### config.mk
export PLATFORM = sky130hd
export DESIGN_NAME = vq_cfg_regs
export DESIGN_NICKNAME = d
export VERILOG_FILES = /design/src/rtl/vqcfg_pkg.sv /design/src/rtl/vqcfg_decode.sv /design/src/rtl/vqcfg_queue_bank.sv /design/src/rtl/vq_cfg_regs.sv
export SDC_FILE = /design/constraint.sdc
export NUM_CORES = 2
export LEC_CHECK = 0
export BUFFER_PORTS_ARGS = -buffer_cell sky130_fd_sc_hd__buf_2
export CORE_AREA = 10 10 410 412
export CTS_BUF_LIST = sky130_fd_sc_hd__clkbuf_2
export DETAILED_ROUTE_END_ITERATION = 8
export DIE_AREA = 0 0 420 422
export SYNTH_ARGS = -nofsm -noshare
export SYNTH_HDL_FRONTEND = slang
export SYNTH_HIERARCHICAL = 1
export SYNTH_SLANG_ARGS = --single-unit
### constraint.sdc
create_clock -name clk -period 59.3 [get_ports clk]
set_input_delay 0 -clock clk [delete_from_list [all_inputs] [get_ports clk]]
set_output_delay 0 -clock clk [all_outputs]
set_load 0.02 [all_outputs]
### src/rtl/vqcfg_pkg.sv
package vqcfg_pkg;
  typedef enum logic [4:0] {
    K_NONE, K_DSTAT, K_CGEN, K_MSIX, K_NQ, K_QSEL, K_QSIZE, K_QVEC,
    K_QEN, K_QNOFF, K_DFSEL, K_DFEAT, K_GFSEL, K_GFEAT,
    K_RING_LO, K_RING_HI, K_RING_Q
  } cfg_kind_e;

  localparam int unsigned RING_CNT = 3;
  localparam int unsigned ADDR_W   = 64;
endpackage

### src/rtl/vqcfg_decode.sv
module vqcfg_decode #(
  parameter int unsigned OFS_W = 8
) (
  input  logic [OFS_W-1:0]     offset,
  input  logic [3:0]           size,
  output vqcfg_pkg::cfg_kind_e kind,
  output logic [1:0]           ring_idx,
  output logic                 size_ok
);
  import vqcfg_pkg::*;

  always_comb begin
    kind     = K_NONE;
    ring_idx = 2'd0;
    size_ok  = (size == 4'd1) || (size == 4'd2) || (size == 4'd4) || (size == 4'd8);
    unique case (size)
      4'd1: begin
        if (offset == OFS_W'('h14)) kind = K_DSTAT;
        if (offset == OFS_W'('h15)) kind = K_CGEN;
      end
      4'd2: begin
        case (offset)
          OFS_W'('h10): kind = K_MSIX;
          OFS_W'('h12): kind = K_NQ;
          OFS_W'('h16): kind = K_QSEL;
          OFS_W'('h18): kind = K_QSIZE;
          OFS_W'('h1A): kind = K_QVEC;
          OFS_W'('h1C): kind = K_QEN;
          OFS_W'('h1E): kind = K_QNOFF;
          default:      kind = K_NONE;
        endcase
      end
      4'd4: begin
        case (offset)
          OFS_W'('h00): kind = K_DFSEL;
          OFS_W'('h04): kind = K_DFEAT;
          OFS_W'('h08): kind = K_GFSEL;
          OFS_W'('h0C): kind = K_GFEAT;
          OFS_W'('h20): begin kind = K_RING_LO; ring_idx = 2'd0; end
          OFS_W'('h24): begin kind = K_RING_HI; ring_idx = 2'd0; end
          OFS_W'('h28): begin kind = K_RING_LO; ring_idx = 2'd1; end
          OFS_W'('h2C): begin kind = K_RING_HI; ring_idx = 2'd1; end
          OFS_W'('h30): begin kind = K_RING_LO; ring_idx = 2'd2; end
          OFS_W'('h34): begin kind = K_RING_HI; ring_idx = 2'd2; end
          default:      kind = K_NONE;
        endcase
      end
      4'd8: begin
        case (offset)
          OFS_W'('h20): begin kind = K_RING_Q; ring_idx = 2'd0; end
          OFS_W'('h28): begin kind = K_RING_Q; ring_idx = 2'd1; end
          OFS_W'('h30): begin kind = K_RING_Q; ring_idx = 2'd2; end
          default:      kind = K_NONE;
        endcase
      end
      default: kind = K_NONE;
    endcase
  end
endmodule

### src/rtl/vqcfg_queue_bank.sv
module vqcfg_queue_bank #(
  parameter int unsigned NUM_QUEUES = 4,
  parameter int unsigned QSEL_W     = 16
) (
  input  logic                         clk,
  input  logic                         rst_n,
  input  logic                         wr_en,
  input  vqcfg_pkg::cfg_kind_e         kind,
  input  logic [1:0]                   ring_idx,
  input  logic [QSEL_W-1:0]            qsel,
  input  logic [63:0]                  wdata,
  output logic                         in_range,
  output logic [15:0]                  rd_size,
  output logic [15:0]                  rd_vec,
  output logic                         rd_en,
  output logic [NUM_QUEUES-1:0]        en_vec,
  output logic [NUM_QUEUES*64-1:0]     desc_flat,
  output logic [NUM_QUEUES*64-1:0]     avail_flat,
  output logic [NUM_QUEUES*64-1:0]     used_flat
);
  import vqcfg_pkg::*;

  localparam int unsigned AW = ADDR_W;

  logic [NUM_QUEUES*16-1:0] size_flat;
  logic [NUM_QUEUES*16-1:0] vec_flat;

  assign in_range = ({16'd0, qsel} < (QSEL_W + 16)'(NUM_QUEUES));

  for (genvar qi = 0; qi < NUM_QUEUES; qi++) begin : g_queue
    logic          hit;
    logic [15:0]   size_q, size_d, vec_q, vec_d;
    logic          en_q, en_d;
    logic [AW-1:0] ring_q [RING_CNT];
    logic [AW-1:0] ring_d [RING_CNT];

    assign hit = wr_en && (qsel == QSEL_W'(qi));

    always_comb begin
      size_d = size_q;
      vec_d  = vec_q;
      en_d   = en_q;
      if (hit) begin
        case (kind)
          K_QSIZE: size_d = wdata[15:0];
          K_QVEC:  vec_d  = wdata[15:0];
          K_QEN:   en_d   = (wdata[15:0] == 16'd1);
          default: ;
        endcase
      end
    end

    for (genvar ri = 0; ri < RING_CNT; ri++) begin : g_ring
      always_comb begin
        ring_d[ri] = ring_q[ri];
        if (hit && (ring_idx == 2'(ri))) begin
          case (kind)
            K_RING_LO: ring_d[ri] = {ring_q[ri][63:32], wdata[31:0]};
            K_RING_HI: ring_d[ri] = {wdata[31:0], ring_q[ri][31:0]};
            K_RING_Q:  ring_d[ri] = wdata;
            default:   ;
          endcase
        end
      end

      always_ff @(posedge clk or negedge rst_n) begin
        if (!rst_n) ring_q[ri] <= '0;
        else        ring_q[ri] <= ring_d[ri];
      end
    end

    always_ff @(posedge clk or negedge rst_n) begin
      if (!rst_n) begin
        size_q <= '0;
        vec_q  <= '0;
        en_q   <= 1'b0;
      end else if (hit) begin
        size_q <= size_d;
        vec_q  <= vec_d;
        en_q   <= en_d;
      end
    end

    assign size_flat[qi*16 +: 16] = size_q;
    assign vec_flat[qi*16 +: 16]  = vec_q;
    assign en_vec[qi]             = en_q;
    assign desc_flat[qi*64 +: 64]  = ring_q[0];
    assign avail_flat[qi*64 +: 64] = ring_q[1];
    assign used_flat[qi*64 +: 64]  = ring_q[2];
  end

  always_comb begin
    rd_size = '0;
    rd_vec  = '0;
    rd_en   = 1'b0;
    for (int i = 0; i < NUM_QUEUES; i++) begin
      if (qsel == QSEL_W'(i)) begin
        rd_size = size_flat[i*16 +: 16];
        rd_vec  = vec_flat[i*16 +: 16];
        rd_en   = en_vec[i];
      end
    end
  end
endmodule

### src/rtl/vq_cfg_regs.sv
module vq_cfg_regs #(
  parameter int unsigned NUM_QUEUES = 4,
  parameter int unsigned OFS_W      = 8
) (
  input  logic                     clk,
  input  logic                     rst_n,
  input  logic                     req_valid,
  input  logic                     req_write,
  input  logic [OFS_W-1:0]         req_offset,
  input  logic [3:0]               req_size,
  input  logic [63:0]              req_wdata,
  input  logic [63:0]              dev_features,
  input  logic [7:0]               cfg_gen,
  output logic                     rsp_valid,
  output logic [63:0]              rsp_rdata,
  output logic                     feat_ack_valid,
  output logic [63:0]              feat_ack_bits,
  output logic                     feat_sel_err,
  output logic                     bad_access,
  output logic [7:0]               drv_status,
  output logic [NUM_QUEUES-1:0]    q_enabled,
  output logic [NUM_QUEUES*64-1:0] q_desc_addr,
  output logic [NUM_QUEUES*64-1:0] q_avail_addr,
  output logic [NUM_QUEUES*64-1:0] q_used_addr
);
  import vqcfg_pkg::*;

  localparam int unsigned QSEL_W = 16;

  // reset: asynchronous assertion, synchronous release
  logic [1:0] rst_sync;
  logic       rst_i_n;
  always_ff @(posedge clk or negedge rst_n) begin
    if (!rst_n) rst_sync <= 2'b00;
    else        rst_sync <= {rst_sync[0], 1'b1};
  end
  assign rst_i_n = rst_sync[1];

  cfg_kind_e   kind;
  logic [1:0]  ring_idx;
  logic        size_ok;

  vqcfg_decode #(.OFS_W(OFS_W)) u_dec (
    .offset(req_offset), .size(req_size),
    .kind(kind), .ring_idx(ring_idx), .size_ok(size_ok)
  );

  logic wr, rd;
  assign wr = req_valid && req_write && size_ok;
  assign rd = req_valid && !req_write && size_ok;

  logic [7:0]        drv_q, drv_d;
  logic [15:0]       msix_q, msix_d;
  logic [QSEL_W-1:0] qsel_q, qsel_d;
  logic [31:0]       dfsel_q, dfsel_d, gfsel_q, gfsel_d;
  logic              rv_q, rv_d, ackv_q, ackv_d, err_q, err_d, bad_q, bad_d;
  logic [63:0]       rdat_q, rdat_d, ackb_q, ackb_d, rd_mux;

  logic        q_in_range, q_rd_en;
  logic [15:0] q_rd_size, q_rd_vec;

  vqcfg_queue_bank #(.NUM_QUEUES(NUM_QUEUES), .QSEL_W(QSEL_W)) u_bank (
    .clk(clk), .rst_n(rst_i_n), .wr_en(wr), .kind(kind), .ring_idx(ring_idx),
    .qsel(qsel_q), .wdata(req_wdata), .in_range(q_in_range),
    .rd_size(q_rd_size), .rd_vec(q_rd_vec), .rd_en(q_rd_en),
    .en_vec(q_enabled), .desc_flat(q_desc_addr), .avail_flat(q_avail_addr),
    .used_flat(q_used_addr)
  );

  // read data selection
  always_comb begin
    rd_mux = '0;
    case (kind)
      K_DSTAT: rd_mux = 64'(drv_q);
      K_CGEN:  rd_mux = 64'(cfg_gen);
      K_MSIX:  rd_mux = 64'(msix_q);
      K_NQ:    rd_mux = 64'(NUM_QUEUES);
      K_QSEL:  rd_mux = 64'(qsel_q);
      K_QSIZE: rd_mux = q_in_range ? 64'(q_rd_size) : 64'd0;
      K_QVEC:  rd_mux = q_in_range ? 64'(q_rd_vec) : 64'd0;
      K_QEN:   rd_mux = (q_in_range && q_rd_en) ? 64'd1 : 64'd0;
      K_QNOFF: rd_mux = 64'(qsel_q);
      K_DFSEL: rd_mux = 64'(dfsel_q);
      K_DFEAT: begin
        if (dfsel_q == 32'd0)      rd_mux = 64'(dev_features[31:0]);
        else if (dfsel_q == 32'd1) rd_mux = 64'(dev_features[63:32]);
      end
      K_GFSEL: rd_mux = 64'(gfsel_q);
      default: rd_mux = '0;
    endcase
  end

  // next state
  always_comb begin
    drv_d   = drv_q;
    msix_d  = msix_q;
    qsel_d  = qsel_q;
    dfsel_d = dfsel_q;
    gfsel_d = gfsel_q;
    ackv_d  = 1'b0;
    ackb_d  = '0;
    err_d   = 1'b0;
    bad_d   = 1'b0;
    rv_d    = rd;
    rdat_d  = rd ? rd_mux : '0;
    if (wr) begin
      case (kind)
        K_DSTAT: drv_d   = req_wdata[7:0];
        K_MSIX:  msix_d  = req_wdata[15:0];
        K_QSEL:  qsel_d  = req_wdata[QSEL_W-1:0];
        K_DFSEL: dfsel_d = req_wdata[31:0];
        K_GFSEL: gfsel_d = req_wdata[31:0];
        K_GFEAT: begin
          if (gfsel_q < 32'd2) begin
            ackv_d = 1'b1;
            ackb_d = gfsel_q[0] ? {req_wdata[31:0], 32'd0} : {32'd0, req_wdata[31:0]};
          end else begin
            err_d = 1'b1;
          end
        end
        K_QSIZE, K_QVEC, K_QEN, K_RING_LO, K_RING_HI, K_RING_Q: ;
        default: bad_d = 1'b1;
      endcase
    end
  end

  always_ff @(posedge clk or negedge rst_i_n) begin
    if (!rst_i_n) begin
      drv_q   <= '0;
      msix_q  <= '0;
      qsel_q  <= '0;
      dfsel_q <= '0;
      gfsel_q <= '0;
    end else if (wr) begin
      drv_q   <= drv_d;
      msix_q  <= msix_d;
      qsel_q  <= qsel_d;
      dfsel_q <= dfsel_d;
      gfsel_q <= gfsel_d;
    end
  end

  always_ff @(posedge clk or negedge rst_i_n) begin
    if (!rst_i_n) begin
      rv_q   <= 1'b0;
      rdat_q <= '0;
      ackv_q <= 1'b0;
      ackb_q <= '0;
      err_q  <= 1'b0;
      bad_q  <= 1'b0;
    end else begin
      rv_q   <= rv_d;
      rdat_q <= rdat_d;
      ackv_q <= ackv_d;
      ackb_q <= ackb_d;
      err_q  <= err_d;
      bad_q  <= bad_d;
    end
  end

  assign rsp_valid      = rv_q;
  assign rsp_rdata      = rdat_q;
  assign feat_ack_valid = ackv_q;
  assign feat_ack_bits  = ackb_q;
  assign feat_sel_err   = err_q;
  assign bad_access     = bad_q;
  assign drv_status     = drv_q;
endmodule

======== Word-level counts from Yosys, hierarchy flattened ========
Index checks and enable logic that the tools add are counted.
cells by class
  order comparisons ....................... 2
  eq/ne operators ......................... 45
  muxes and demuxes ....................... 41
  bitwise operators ....................... 2
  reductions and logical operators ........ 78
operator list
  kind                 number
  $pmux 32 s11         1
  $mux 64              5
  $pmux 64 s3          1
  $mux 16              10
  $eq 8x5->1 const B   9
  $reduce_and 3->1     24
  $mux 32              2
  $eq 8x6->1 const B   6
  $eq 5x4->1 const B   8
  $reduce_and 2->1     17
  $eq 16x1->1 const B  2
  $eq 16x2->1 const B  2
  $eq 32x1->1 const B  1
  $logic_not 32->1     1
  $lt 32x2->1 const B  1
  $pmux 4 s7           1
  $pmux 4 s6           1
  $logic_and 1x1->1    21
  $eq 5x3->1 const B   4
  $pmux 5 s4           1
  $eq 8x4->1 const B   2
  $logic_not 16->1     1
  $lt 16x3->1 const B  1
  $mux 1               14
  other kinds (22)     32
storage, ports and cells
  register bits ........................... 1138
  bits of input ports ..................... 152
  output and inout port bits .............. 912
  logic and storage cells ................. 216

======== Longest topological paths before layout ========
  word-level depth ........................ 9
  depth in mapped cells ................... 13
  mapped depth without buffers ............ 9

======== Modules after synthesis ========
The synthesis kept the hierarchy.
by module, submodules not included
  module            instances  cells an instance  area each (µm²)  seq. area each (µm²)
  vqcfg_queue_bank  1          2207               35865.6          22521.6
  vq_cfg_regs       1          730                9327.7           5154.9
  vqcfg_decode      1          44                 291.5            0.0

======== Worst setup path before layout ========
No wires, ideal clock.
  path type ............................... input-to-reg
  from .................................... input req_offset[5]
  to ...................................... register u_bank.g_queue[1].ring_q (netlist bit u_bank/avail_flat[117])
  library setup time ...................... 125 ps
  arrival time ............................ 3106 ps
  data required time ...................... 59175 ps
  slack ................................... 56069 ps
  cell stages on the path ................. 9
  path buffers ............................ 2
  cells stage by stage .................... nor4b_1 -> nand3_1 -> o21ai_0 -> and3b_1 -> nand3_2 -> buf_2 -> a2111oi_4 -> buf_6 -> mux2_4
on the way
  longest elaborated chain between the ends .. 7
ends and longest elaborated chain
  what                                                             RTL line                RTL
  start, declared                                                  vq_cfg_regs.sv:9        input logic [OFS_W-1:0] req_offset,
  $eq 8x6->1                                                       vqcfg_decode.sv:34      case (offset)
  $reduce_or 3->1 (no line)                                        --
  $pmux 4 s6                                                       vqcfg_decode.sv:34
  $pmux 5 s4 *                                                     vqcfg_decode.sv:16      unique case (size)
  via kind[2]                                                      vq_cfg_regs.sv:39       cfg_kind_e kind;
  $eq 5x4->1 / $eq 5x5->1 (equally long branches)                  vqcfg_queue_bank.sv:57  case (kind)
  $reduce_bool 2->1 (no line) / $not 1->1 (equally long branches)  --
  $reduce_and 3->1 (no line)                                       --
  end signal, assigned by index                                    vqcfg_queue_bank.sv:68  else ring_q[ri] <= ring_d[ri];
  end, declared                                                    vqcfg_queue_bank.sv:34  logic [AW-1:0] ring_q [RING_CNT];
The timed path passes the listed nets; every way through them passes the cells marked *. The select of a mux whose other input is x is not followed.
A chain may end at the register's enable or synchronous reset.

======== Worst setup path in the final report ========
  from .................................... input req_offset[5]
  to ...................................... register ackb_q[21], in the netlist feat_ack_bits[21]
on the way
  longest elaborated chain between the ends .. 7
ends and longest elaborated chain
  what                       RTL line            RTL
  $eq 8x6->1                 vqcfg_decode.sv:34
  $reduce_or 3->1 (no line)  --
  $pmux 4 s6                 vqcfg_decode.sv:34
  $pmux 5 s4 *               vqcfg_decode.sv:16
  via kind[3]                vq_cfg_regs.sv:39
  $eq 5x4->1 *               vq_cfg_regs.sv:107  case (kind)
  $mux 64 *                  vq_cfg_regs.sv:107
  $mux 64 *                  vq_cfg_regs.sv:106  if (wr) begin
  via ackb_d[21]             vq_cfg_regs.sv:57   logic [63:0] rdat_q, rdat_d, ackb_q, ackb_d, rd_mux;
  end signal, assigned       vq_cfg_regs.sv:155  ackb_q <= ackb_d;
  end, declared              vq_cfg_regs.sv:57
The timed path passes the listed nets; every way through them passes the cells marked *.

==> metrics.md <==
| Metric | Value |
|---|---|
| CTS clk-pin slew, worst paths | 0.09 ns |
| DRT Wirelength | 195.2 mm |
| Setup Fix Bufs, Post-CTS | 0 |
| Port bufs | 1,031 |
| Final number of max-transition violations | 0 |
| CP Launch Type | primary input |
| TritonRoute pass-1 iters | 5 |
| CP Capture Type | flop |
| Fmax | 137.6 MHz |
| Period utilisation layout | 0.1225 |
| Worst-path fanout max | 13 |
| Number of flops mapped to enable cells by yosys | 0 |
| Overflow after GRT | 0 |
| Largest net degree at the start of global routing | 82 |
| Gr usage total | 0.2134 |
| Clk Latency, worst-skew pair | 1.75 ns |
| PD cells | 22.55 nW/um^2 |
| Post-Syn Area | 45,480 um^2 |
| Final setup TNS | 0 ns |
| Critical Path AT | 8.86 ns |
| Max Cap Violations | 0 |
| Crit path kind | in -> reg |
| Worst Skew | 0.2050 ns |
| Antenna violations before repair | 62 |
| Post-layout util | 0.3772 |
| Peak VDD IR | 0.01816 mV |
| CTS resizes | 0 |
| Core area | 159,800 um^2 |
| Drt via density | 4.843 |
| Async set-or-reset flop fraction in the synthesized netlist | 1.000 |
| Residual DRC | 0 |
| Placed insts | 5,920 |
| Vias in the first global route | 35,410 |
| CTS root buf | clkbuf_2 |
| Sequential share of the synthesized area | 0.6085 |
| Die W | 420 um |
| I/O pin count | 1,064 |
| Most common cell after layout, fill and taps aside | dfrtp_1 |
| Cell Rows | 147 |
| CTS sink cnt | 1,106 |
| Routed via count | 33,680 |
| Routability cong. | 0.8251 |
| Leakage | 32.47 nW |
| First-pass GRT wire length | 272.3 mm |
| CTS tree | done |
| Synth cell types | 70 |
| Fin crit period | 7.266 ns |
| Hold-fix buffers, CTS | 493 |
| Detail Route Antenna Nets | 0 |
| Pin slew with the least headroom to its limit | 1.200 ns |
| Post-route insts no fill | 6,954 |
| Wire per inst | 28.07 um |
| Finish-stage setup viols | 0 |
| Dominant synthesized flop cell | dfrtp_1 |
| TritonCTS buffer count | 315 |
| Status | finished, final reports clean |
| Initial Util | 0.2846 |
| Worst path required time | 60.89 ns |
| Number of H-tree levels | 5 |
| RSZ-0062 raised after global routing | no |
| Area Overhead vs Synth | 32.55% |
| Die footprint | 177,200 um^2 |
| Most frequent cells in the layout | 1,104 x dfrtp_1, 1,031 x buf_2, 960 x mux2_2, 478 x dlygate4sd3_1, 439 x clkbuf_2 |
| Nets@finish | 4,796 |
| HP Class | in -> reg |
| Yosys warns | 6 |
| Slew margin rel. | 0.1954 |
| Yosys reg bits | 1,106 |
| Final hold vios | 0 |
| Longest Clk Path Bufs | 4 |
| Syn_area_per_cell | 15.26 um^2 |
| Die Span Y | 422 um |
| Ratio of cells with drive above 1 in the final layout | 0.5459 |
| Mapped Cells | 2,981 |
| DP HPWL | 132.4 mm |
| DRT iter0 DRCs | 2,611 |
layout make-up:
class,instances,area [um^2]
sequential,1106,27680
inverter,7,26.28
tap,2086,2610
clock inverter,72,361.6
fill,15480,99540
multi-input combinational,1619,16560
timing repair buffer,1595,10780
antenna,30,75.07
clock buffer,439,2197
where the power goes:
group	internal (mW)	total, mW	switching, mW
Combinational	0.0232	0.0671	0.0440
Clock	0.210	0.538	0.328
Sequential	0.754	0.755	0.000888
Total	0.987	1.36	0.373
registers in the layout, indices dropped and copies added (netlist names), 32 cells and up:
name and cells:
dfsel_q 32, feat_ack_bits 64, gfsel_q 32, rsp_rdata 32
u_bank/avail_flat 256, u_bank/desc_flat 256, u_bank/g_queue.size_q 64, u_bank/g_queue.vec_q 64
u_bank/used_flat 256
metrics by stage:
stage               hold slack (ns)  worst slack [ns]  cell area [um^2]  total power, mW
detailed placement          -0.2124             52.91             52570           0.8163
floorplan                   -0.2956             26.19             45600           0.7914
CTS                        0.006457             52.49             60220            1.380
global route                 0.1392             52.00             60260            1.427
finish                       0.3534             52.03             60290            1.360
global placement            -0.2132             53.01             52570           0.8158
worst paths after layout:
path                                    start                    to  slack, ns  cells past startpoint
worst max-delay path            req_offset[5]     feat_ack_bits[21]      52.03                     17
worst min-delay path            req_wdata[46]  u_bank/desc_flat[46]       0.35                      5
worst max register to register    rst_sync[1]     feat_ack_bits[25]      53.11                      6
worst min register to register    rst_sync[0]           rst_sync[1]       0.36                      0
max in group asynchronous         rst_sync[1]     feat_ack_bits[25]      53.11                      6
min in group asynchronous         rst_sync[1]  u_bank/used_flat[92]       0.41                      0
worst max-delay path, stage by stage:
cell and delay (ns):
dlygate4sd3_1 0.57, buf_2 0.15, dlygate4sd3_1 0.66, nor4b_1 0.76, nand3_1 0.26, o21bai_2 0.19, dlygate4sd3_1 0.55, buf_4 0.24
dlygate4sd3_1 1.12, nand2_1 0.14, dlygate4sd3_1 0.65, or4_4 0.48, dlygate4sd3_1 0.68, nor4_4 0.60, dlygate4sd3_1 1.02, and2_1 0.20
dlygate4sd3_1 0.55
cell families (layout without fill, tap and decap cells):
group | count (synthesis) | after routing | synth area share
xor gates and xnor gates | 3 | 3 | 0.0005778
buffers and inverters | 287 | 2113 | 0.03257
AOI/OAI and AO/OA | 157 | 157 | 0.03045
other | 2 | 63 | 0.0001651
DFF | 1106 | 1106 | 0.6085
and+or+nand+nor | 342 | 342 | 0.05095
muxes | 1084 | 1084 | 0.2768
metal layers:
metal | wire [um] | part of all wire | vias up | GRT usage
met2 | 97280 | 0.50 | 1503 | 0.3587
met1 | 75160 | 0.39 | 17600 | 0.2513
met5 | 100 | 0.00051 | - | 0
li1 | - | - | 14200 | -
met3 | 14560 | 0.075 | 365 | 0.06177
met4 | 8099 | 0.041 | 14 | 0.09466
synthesized netlist by cell type, types with 3 or more instances:
library cell,n,area share
a41oi_1,3,0.00058
mux2_1,61,0.015
a22o_1,33,0.0064
mux2_4,10,0.0033
a221oi_1,13,0.0025
nand4_1,43,0.0059
nor2_1,23,0.0019
nand3b_1,4,0.00066
a21oi_1,22,0.0024
clkbuf_1,123,0.010
buf_6,12,0.0030
nor4_1,19,0.0026
and2_1,101,0.014
buf_1,4,0.00033
nor3_1,18,0.0020
nor4b_1,7,0.0013
a2111oi_0,3,0.00058
o21ai_0,11,0.0012
mux4_2,33,0.016
nand3_1,7,0.00077
buf_4,55,0.0091
nor2b_1,38,0.0052
o31ai_1,4,0.00066
nand2_1,9,0.00074
o21bai_1,3,0.00050
nand2b_1,5,0.00069
dfrtp_1,1106,0.61
a2111oi_4,11,0.0067
o41ai_1,4,0.00077
a22oi_1,25,0.0041
inv_1,7,0.00058
mux2i_1,20,0.0044
nor4_4,7,0.0033
buf_2,86,0.0095
and3_1,14,0.0019
mux2_2,960,0.24
nor3b_1,21,0.0035
a31oi_1,14,0.0019
(Power assumes the default switching activity.)
